**src/rtl/irrx_pkg.sv**
```systemverilog
package irrx_pkg;
  localparam logic [7:0]  FLAG_OPEN   = 8'hC0;
  localparam logic [7:0]  FLAG_CLOSE  = 8'hC1;
  localparam logic [7:0]  ESC_MARK    = 8'h7D;
  localparam logic [7:0]  ESC_FLIP    = 8'h20;
  localparam logic [15:0] CRC_SEED    = 16'hFFFF;
  localparam logic [15:0] CRC_POLY    = 16'h8408;
  localparam logic [15:0] CRC_RESIDUE = 16'hF0B8;

  typedef enum logic [1:0] {
    ST_HUNT = 2'd0,
    ST_BODY = 2'd1,
    ST_ESC  = 2'd2
  } rx_state_t;
endpackage

```
**src/rtl/irrx_crc_acc.sv**
```systemverilog
module irrx_crc_acc #(
  parameter int CW = 16,
  parameter int DW = 8,
  parameter logic [CW-1:0] POLY = 16'h8408,
  parameter logic [CW-1:0] SEED = 16'hFFFF
) (
  input  logic          clk,
  input  logic          rst,
  input  logic          clr,
  input  logic          en,
  input  logic [DW-1:0] din,
  output logic [CW-1:0] crc
);
  localparam int PADW = CW - DW;

  logic [CW-1:0] crc_nxt;

  // Reflected bytewise update: fold the byte into the low end, then shift right DW times.
  always_comb begin
    logic [CW-1:0] t;
    t = crc ^ {{PADW{1'b0}}, din};
    for (int i = 0; i < DW; i++) begin
      t = t[0] ? ((t >> 1) ^ POLY) : (t >> 1);
    end
    crc_nxt = t;
  end

  always_ff @(posedge clk) begin
    if (rst || clr) crc <= SEED;
    else if (en)    crc <= crc_nxt;
  end
endmodule

```
**src/rtl/irrx_trail_fifo.sv**
```systemverilog
module irrx_trail_fifo #(
  parameter int DW    = 8,
  parameter int TRAIL = 2
) (
  input  logic          clk,
  input  logic          rst,
  input  logic          clr,
  input  logic          push,
  input  logic [DW-1:0] din,
  output logic          out_valid,
  output logic [DW-1:0] out_data,
  output logic          full
);
  localparam int CNTW = $clog2(TRAIL + 1);

  logic [DW-1:0]   stage [TRAIL];
  logic [CNTW-1:0] cnt;

  assign full = (cnt == CNTW'(TRAIL));

  // Data stages carry no reset so they map to plain shift registers.
  always_ff @(posedge clk) begin
    if (push) stage[0] <= din;
  end

  for (genvar g = 1; g < TRAIL; g++) begin : g_shift
    always_ff @(posedge clk) begin
      if (push) stage[g] <= stage[g-1];
    end
  end

  always_ff @(posedge clk) begin
    if (rst) begin
      cnt       <= '0;
      out_valid <= 1'b0;
      out_data  <= '0;
    end else begin
      out_valid <= 1'b0;
      if (clr) begin
        cnt <= '0;
      end else if (push) begin
        if (full) begin
          out_valid <= 1'b1;
          out_data  <= stage[TRAIL-1];
        end else begin
          cnt <= cnt + 1'b1;
        end
      end
    end
  end
endmodule

```
**src/rtl/irrx_deframer.sv**
```systemverilog
module irrx_deframer
  import irrx_pkg::*;
#(
  parameter int CRC_W = 16,
  parameter int TRAIL = 2
) (
  input  logic       clk,
  input  logic       rst,
  input  logic       in_valid,
  input  logic [7:0] in_byte,
  output logic       out_valid,
  output logic [7:0] out_byte,
  output logic       frame_end,
  output logic       frame_good
);
  localparam int DW = 8;

  rx_state_t      state, state_nxt;
  logic           is_open, is_close, is_esc, push;
  logic [DW-1:0]  data;
  logic [CRC_W-1:0] crc;
  logic           fifo_full;

  always_comb begin
    is_open  = in_valid && (in_byte == FLAG_OPEN);
    is_close = in_valid && (in_byte == FLAG_CLOSE) && (state != ST_HUNT);
    is_esc   = in_valid && (in_byte == ESC_MARK) && (state == ST_BODY);
    push     = in_valid && !is_open && (in_byte != FLAG_CLOSE) &&
               (((state == ST_BODY) && (in_byte != ESC_MARK)) || (state == ST_ESC));
    data     = (state == ST_ESC) ? (in_byte ^ ESC_FLIP) : in_byte;

    state_nxt = state;
    if (is_open)                      state_nxt = ST_BODY;
    else if (is_close)                state_nxt = ST_HUNT;
    else if (is_esc)                  state_nxt = ST_ESC;
    else if (push && state == ST_ESC) state_nxt = ST_BODY;
  end

  always_ff @(posedge clk) begin
    if (rst) state <= ST_HUNT;
    else     state <= state_nxt;
  end

  irrx_crc_acc #(
    .CW(CRC_W), .DW(DW), .POLY(CRC_W'(CRC_POLY)), .SEED(CRC_W'(CRC_SEED))
  ) crc_i (
    .clk(clk), .rst(rst), .clr(is_open), .en(push), .din(data), .crc(crc)
  );

  irrx_trail_fifo #(.DW(DW), .TRAIL(TRAIL)) fifo_i (
    .clk(clk), .rst(rst), .clr(is_open), .push(push), .din(data),
    .out_valid(out_valid), .out_data(out_byte), .full(fifo_full)
  );

  always_ff @(posedge clk) begin
    if (rst) begin
      frame_end  <= 1'b0;
      frame_good <= 1'b0;
    end else begin
      frame_end  <= is_close;
      frame_good <= is_close && (state == ST_BODY) && fifo_full &&
                    (crc == CRC_W'(CRC_RESIDUE));
    end
  end
endmodule

```
**config.mk**
```make
export PLATFORM = sky130hd
export DESIGN_NAME = irrx_deframer
export DESIGN_NICKNAME = d
export VERILOG_FILES = /design/src/rtl/irrx_pkg.sv /design/src/rtl/irrx_crc_acc.sv /design/src/rtl/irrx_trail_fifo.sv /design/src/rtl/irrx_deframer.sv
export SDC_FILE = /design/constraint.sdc
export NUM_CORES = 1
export LEC_CHECK = 0
export ABC_AREA = 1
export BUFFER_PORTS_ARGS = -buffer_cell sky130_fd_sc_hd__buf_2
export CORE_MARGIN = 8
export CORE_UTILIZATION = 53
export DETAILED_ROUTE_END_ITERATION = 8
export PLACE_DENSITY = 0.76
export SYNTH_ARGS = -nofsm -noshare
export SYNTH_HDL_FRONTEND = slang
export SYNTH_SLANG_ARGS = --single-unit
export TNS_END_PERCENT = 20
```
**constraint.sdc**
```tcl
create_clock -name clk -period 1.4 [get_ports clk]
set_clock_uncertainty 0.1 [all_clocks]
set_input_delay 0.21 -clock clk [delete_from_list [all_inputs] [get_ports clk]]
set_output_delay 0.21 -clock clk [all_outputs]
set_load 0.1 [all_outputs]
```
==> results of run 1 <==
logic make-up after synthesis:
kind of cell / Yosys count / synth area share [%]
xor gates and xnor gates: 11 / 3.95
and+or+nand+nor: 151 / 30.7
buffers and inverters: 64 / 12.4
adders and majority gates: 1 / 0.512
DFF: 47 / 45.1
AOI/OAI and AO/OA: 24 / 7.38
worst max path at each step:
stage	end	depth (start not counted)	startpoint	slack, ns
global route	fifo_i.out_valid	9	state[0]	-0.11
global placement	fifo_i.out_data[3]	10	in_byte[3]	-0.10
floorplan	fifo_i.stage[0][0]	6	state[0]	0.02
CTS	crc_i.crc[12]	8	state[0]	-0.08
detailed placement	fifo_i.stage[0][3]	6	state[0]	-0.13
finish	fifo_i.out_valid	9	state[0]	-0.05
sequential cells by signal, indices dropped and copies added (netlist names):
signal / flops
crc_i.crc: 16
fifo_i.cnt: 2
fifo_i.out_data: 8
fifo_i.out_valid: 1
fifo_i.stage: 16
frame_end: 1
frame_good: 1
state: 2
area by class of cell:
| type | count | area (um2) | area share, % |
|---|---|---|---|
| clock buffers | 7 | 76.3 | 2.34 |
| flip-flops and latches | 47 | 1110 | 33.9 |
| inverters | 58 | 233 | 7.13 |
| clock inverters | 1 | 5.00 | 0.153 |
| well taps | 52 | 65.1 | 1.99 |
| multi-input cells | 187 | 1190 | 36.6 |
| repair buffers | 72 | 583 | 17.9 |
layer usage:
metal	track usage, %	wire length (um)
met1	17.6	2340
met2	27.2	3250
met3	4.39	358
met4	5.34	138
met5	0	0
report_power, final:
part,switching (mW),leakage (nW),internal [mW]
Clock,0.449,0.0422,0.351
Combinational,0.158,1.12,0.121
Sequential,0.00113,0.395,1.40
Total,0.607,1.56,1.88
stage by stage:
stage	instances	worst slack, ns	power (mW)
CTS	415	-0.0825	2.46
floorplan	298	0.0222	1.56
global placement	405	-0.103	1.68
detailed placement	405	-0.131	1.69
global route	424	-0.113	2.56
finish	424	-0.0494	2.48
what timing repair did:
item | in CTS | in global routing
setup endpoints to repair | 44 | 44
buffers inserted | 2 | 7
resized for setup | 2 | 54
gates cloned | 0 | 2
pin swaps | 0 | 17
hold buffers | 0 | 0
cells in the final DEF, fill, tap and decap left out, types with 3 or more instances in the layout:
master and n:
inv_1 48, nor2_1 23, buf_2 21, inv_2 7
clkbuf_8 5, o21ai_2 3, a21oi_2 8, nand2_4 9
nand2_2 14, edfxtp_1 16, xnor2_1 8, nand3_1 18
buf_4 40, buf_6 6, xor2_2 3, dfxtp_1 26
nand2_1 60, o21ai_1 5, buf_12 3, dfxtp_2 5
a21oi_4 6, nor2_2 4, nand4_1 13
==> reports/metrics.csv, run 1 <==
stage,metric,value,unit
clock_tree,h-tree-depth,2,
floorplanning,pin_count,22,
yosys,yosysSeqAreaShare,45.1,%
yosys,ys_top_cells_by_count,"71 x nand2_1, 54 x inv_1, 31 x dfxtp_1",
timing,setup_viol,27,
setup_path,timing.critical_path.buf_inv,4,
power_and_ir_drop,ir_drop,0.000572,V
setup_path,r2r_cells,9,
setup_path,cp_top_family,simple AND/OR/NAND/NOR gates,
clock_tree,numClockSinks,47,
clock_tree,cts_buffer_depth,2,
setup_path,critical_path.max_fanout,4,
setup_path,startpoint_type,flip-flop,
setup_path,crit_path_frequent_cell,buf_6,
setup_path,reg2reg_slack,-0.05,ns
timing,slew_headroom,67.4,%
timing,fin_ws,-0.0494,ns
layout,final_util,74.4,%
power_and_ir_drop,power_density,762,mW/mm2
detailed_routing,antenna_left,0,
global_route,antenna_found_initial,0,
timing,post-route-min-period,1.45,ns
setup_path,cpMaxStageDelayCell,dfxtp_2,
floorplanning,start_util,55.7,%
yosys,synth_cell_type_count,29,
detailed_routing,viasPerCell,5.11,
clock_tree,cts_tree,built,
layout,fillers,308,
yosys,synth_top_cell_area_share,25.4,%
detailed_routing,drc,0,
yosys,synth.net_count,310,
power_and_ir_drop,leakagePower,1.56,nW
outcome,violations,negative setup slack,
place,placed_cell_area,0.00287,mm2
worst_hold_path,hold_class,in -> reg,
setup_path,worstSetupEndpointType,flip-flop,
layout,area_growth,33.6,%
yosys,syn-cell-area,0.00244,mm2
yosys,synthArstFlopShare,0,%
clock_tree,cts_buffers,5,
floorplanning,die_x,83.9,um
floorplanning,rows,24,
timing,fin_setup_tns,-0.453,ns
setup_path,critPathKind,reg -> reg,
place,portBuffers,21,
setup_path,path_cells,"inv_4, nor2_4, nand2_2, nand2_4, buf_6, nand3_4, buf_6, buf_4, nor2_2",
timing,hold_viol_final,0,
detailed_routing,wl_per_cell,14.4,um
global_route,grt_pass1_vias,1969,
place,gp_congestion,0.894,
setup_path,regToRegStartpoint,state[0],
yosys,synth_most_common_cell,nand2_1,
detailed_routing,dr_total_vias,2168,
layout,fin_area,0.00326,mm2
worst_hold_path,whs_endpoint,fifo_i.stage[0][1],
floorplanning,coreArea,0.00438,mm2
yosys,ys_warn_count,0,
worst_hold_path,hold_start,in_byte[1],
worst_hold_path,worstHoldPathCells,1,
timing,drv_slew,0,
timing,worstMarginPinSlew,0.492,ns
job,drv_cap,0,
setup_path,cp_slowest_stage_delay,0.37,ns
yosys,netlist_instances,298,
setup_path,crit_required,1.54,ns
clock_tree,worstSkewPairLatency,0.31,ns
place,hpwl,3840,um
yosys,synth-main-ff-cell,dfxtp_1,
global_route,grt_max_degree,26,
yosys,syn_avg_cell_area,8.19,um2
yosys,ys_ff_latch,47,
timing,max_freq,690,MHz
clock_tree,clkTransAtPathRegs,0.08,ns
layout,antenna_cells,0,
layout,drive_gt1_share,39.8,%
layout,fin_nets,383,
yosys,yosys-top-cells-area,"dfxtp_1 25%, edfxtp_1 20%, nand2_1 11%",
floorplanning,fp.dieH,83.9,um
setup_path,cp_data_arrival_time,1.59,ns
detailed_routing,drtIter0Drc,120,
timing,whs,0.0603,ns
timing,rsz0062_at_grt,true,
outcome,status,finished with violations,
clock_tree,root_buffer,clkbuf_8,
detailed_routing,detail_route.first_pass.iterations,5,
floorplanning,dieArea,0.00703,mm2
detailed_routing,routed_wl,6090,um
yosys,yosysTopAreaCell,dfxtp_1,
setup_path,r2r_end,fifo_i.out_valid,
timing,period_share,104,%
yosys,synth_edf_count,16,
global_route,grt_pass1_wl,9150,um
global_route,overflow,0,
global_route,grt_use_total,15.6,%
(Power assumes the default switching activity.)
==> run 2, diff against run 1 <==
Settings changed: SETUP_SLACK_MARGIN set to 0.3.
==> run 2 against run 1 <==
Against the previous run:
- the flow now finishes without violations
- global-route usage fell by 0.23 points
- combinational power fell by 5%
- hold slack got worse by 0.035 ns
- critical path depth fell by 1
- largest power group unchanged
- sequential share of layout area fell by 1.6 points
==> reports/metrics.csv, run 2 (synthesis gave the netlist of run 1 again) <==
stage,metric,value,unit
global_route,grt_pass1_wl,8860,um
layout,fin_cells,419,
clock_tree,worstSkewPairLatency,0.31,ns
floorplanning,fp.dieH,83.9,um
place,hpwl,3800,um
layout,final_util,79.6,%
worst_hold_path,whs_endpoint,fifo_i.stage[0][6],
timing,rsz0062_at_grt,true,
worst_hold_path,hold_start,in_byte[6],
layout,area_growth,42.9,%
floorplanning,dieArea,0.00703,mm2
layout,reg_top3,"crc_i.crc x16, fifo_i.stage x16, fifo_i.out_data x8",
clock_tree,cts_buffers,5,
floorplanning,rows,24,
setup_path,r2r_cells,8,
setup_path,regToRegStartpoint,fifo_i.cnt[0],
power_and_ir_drop,p_total,2.84,mW
power_and_ir_drop,leakagePower,1.59,nW
global_route,grt_max_degree,26,
setup_path,cp_data_arrival_time,1.48,ns
timing,drv_slew,0,
global_route,grt_use_total,15.3,%
detailed_routing,wl_per_cell,13.9,um
floorplanning,coreArea,0.00438,mm2
detailed_routing,routed_wl,5830,um
worst_hold_path,hold_class,in -> reg,
clock_tree,clkTransAtPathRegs,0.08,ns
clock_tree,root_buffer,clkbuf_8,
detailed_routing,viasPerCell,5.02,
global_route,grt_pass1_vias,2002,
clock_tree,numClockSinks,47,
clock_tree,ctsHoldBuffers,0,
worst_hold_path,worstHoldPathCells,1,
clock_tree,cts_buffer_depth,2,
timing,worstMarginPinSlew,0.277,ns
setup_path,critical_path.max_fanout,5,
power_and_ir_drop,ir_drop,0.000639,V
timing,setup_viol,0,
floorplanning,die_x,83.9,um
timing,period_share,98.0,%
setup_path,reg2reg_slack,0.03,ns
global_route,overflow,0,
timing,slew_headroom,81.4,%
detailed_routing,detail_route.first_pass.iterations,4,
place,gp_congestion,0.874,
power_and_ir_drop,power_density,814,mW/mm2
place,dpl.cell_count,400,
job,drv_cap,0,
setup_path,crit_required,1.51,ns
detailed_routing,dr_total_vias,2103,
setup_path,worstSetupEndpointType,flip-flop,
outcome,status,"complete, no violations",
place,portBuffers,21,
setup_path,r2r_end,fifo_i.out_data[5],
timing,max_freq,729,MHz
detailed_routing,drc,0,
timing,post-route-min-period,1.37,ns
layout,fin_nets,378,
floorplanning,pin_count,22,
setup_path,critPathKind,reg -> reg,
setup_path,startpoint_type,flip-flop,
layout,antenna_cells,0,
layout,mostFrequentLayoutCells,"62 x nand2_1, 49 x inv_1, 37 x buf_4",
layout,final_common_cell,nand2_1,
detailed_routing,drtIter0Drc,93,
global_route,antenna_found_initial,0,
floorplanning,start_util,55.7,%
layout,drive_gt1_share,43.9,%
clock_tree,h-tree-depth,2,
timing,hold_viol_final,0,
detailed_routing,antenna_left,0,
clock_tree,cts_tree,built,
-- run 2: cell count changes in the layout (fill, tap and decap cells not counted), moves of 3 or more --
cell     delta
buf_2      -11
buf_12     +10
buf_6       -3
dfxtp_1    -14
xnor2_1     -4
dfxtp_2    +13
xnor2_2     +4
nand3_1     -4
buf_4       -3
xor2_2      -3
nand3_2     +3
-- run 2: worst max-delay path by stage --
stage               slack [ns]            endpoint     startpoint
global route             -0.06        crc_i.crc[8]   crc_i.crc[1]
global placement         -0.08  fifo_i.out_data[7]     in_byte[1]
finish                    0.03  fifo_i.out_data[5]  fifo_i.cnt[0]
detailed placement       -0.12       crc_i.crc[12]     in_byte[6]
CTS                       0.05  fifo_i.out_data[5]  fifo_i.cnt[0]
floorplan                 0.09        crc_i.crc[7]   crc_i.crc[0]
-- run 2: worst max-delay path, stage by stage (launching register included) --
cell	delay, ns
dfxtp_2	0.33
inv_2	0.07
ha_4	0.15
inv_4	0.04
a21oi_4	0.23
buf_6	0.15
nand4_1	0.09
nand2_1	0.07
nor2_1	0.04
-- run 2: what timing repair did --
item	4_1_cts	5_1_grt
cloned	1	1
endpoints found under the setup margin	58	59
pin swaps	10	7
resized for setup	41	66
buffers inserted	6	3
endpoints found under the hold margin	0	0
-- run 2: routing by layer --
metal  up-vias  routed length, um  global-route usage (%)
li1       1067                  -                       -
met1       991               2370                    16.2
met2        31               3130                    27.6
met3        14                187                    4.30
met4         0                139                    6.44
met5         -                  0                       0
-- run 2: where the power goes --
| group | total, mW | internal [mW] | switching [mW] |
|---|---|---|---|
| sequential | 1.40 | 1.40 | 0.00106 |
| clock | 1.17 | 0.713 | 0.457 |
| combinational | 0.265 | 0.109 | 0.157 |
-- run 2: layout make-up --
class	instances	area [um2]
Inverter	58	235
Sequential cell	47	1130
Tap cell	52	65.1
Clock inverter	2	60.1
Clock buffer	6	72.6
Fill cell	276	896
Multi-Input combinational cell	188	1250
Timing Repair Buffer	66	677
-- run 2: through the flow --
step / hold WS [ns] / worst slack [ns] / cell area, um2 / setup TNS [ns]
3_3_place_gp: 0.302 / -0.0829 / 2820 / -2.92
6_report: 0.0254 / 0.0274 / 3490 / 0
2_1_floorplan: 0.175 / 0.0886 / 2460 / 0
4_1_cts: 0.0124 / 0.0529 / 3150 / 0
3_5_place_dp: 0.305 / -0.121 / 2820 / -3.85
5_1_grt: 0.0137 / -0.0587 / 3490 / -0.702
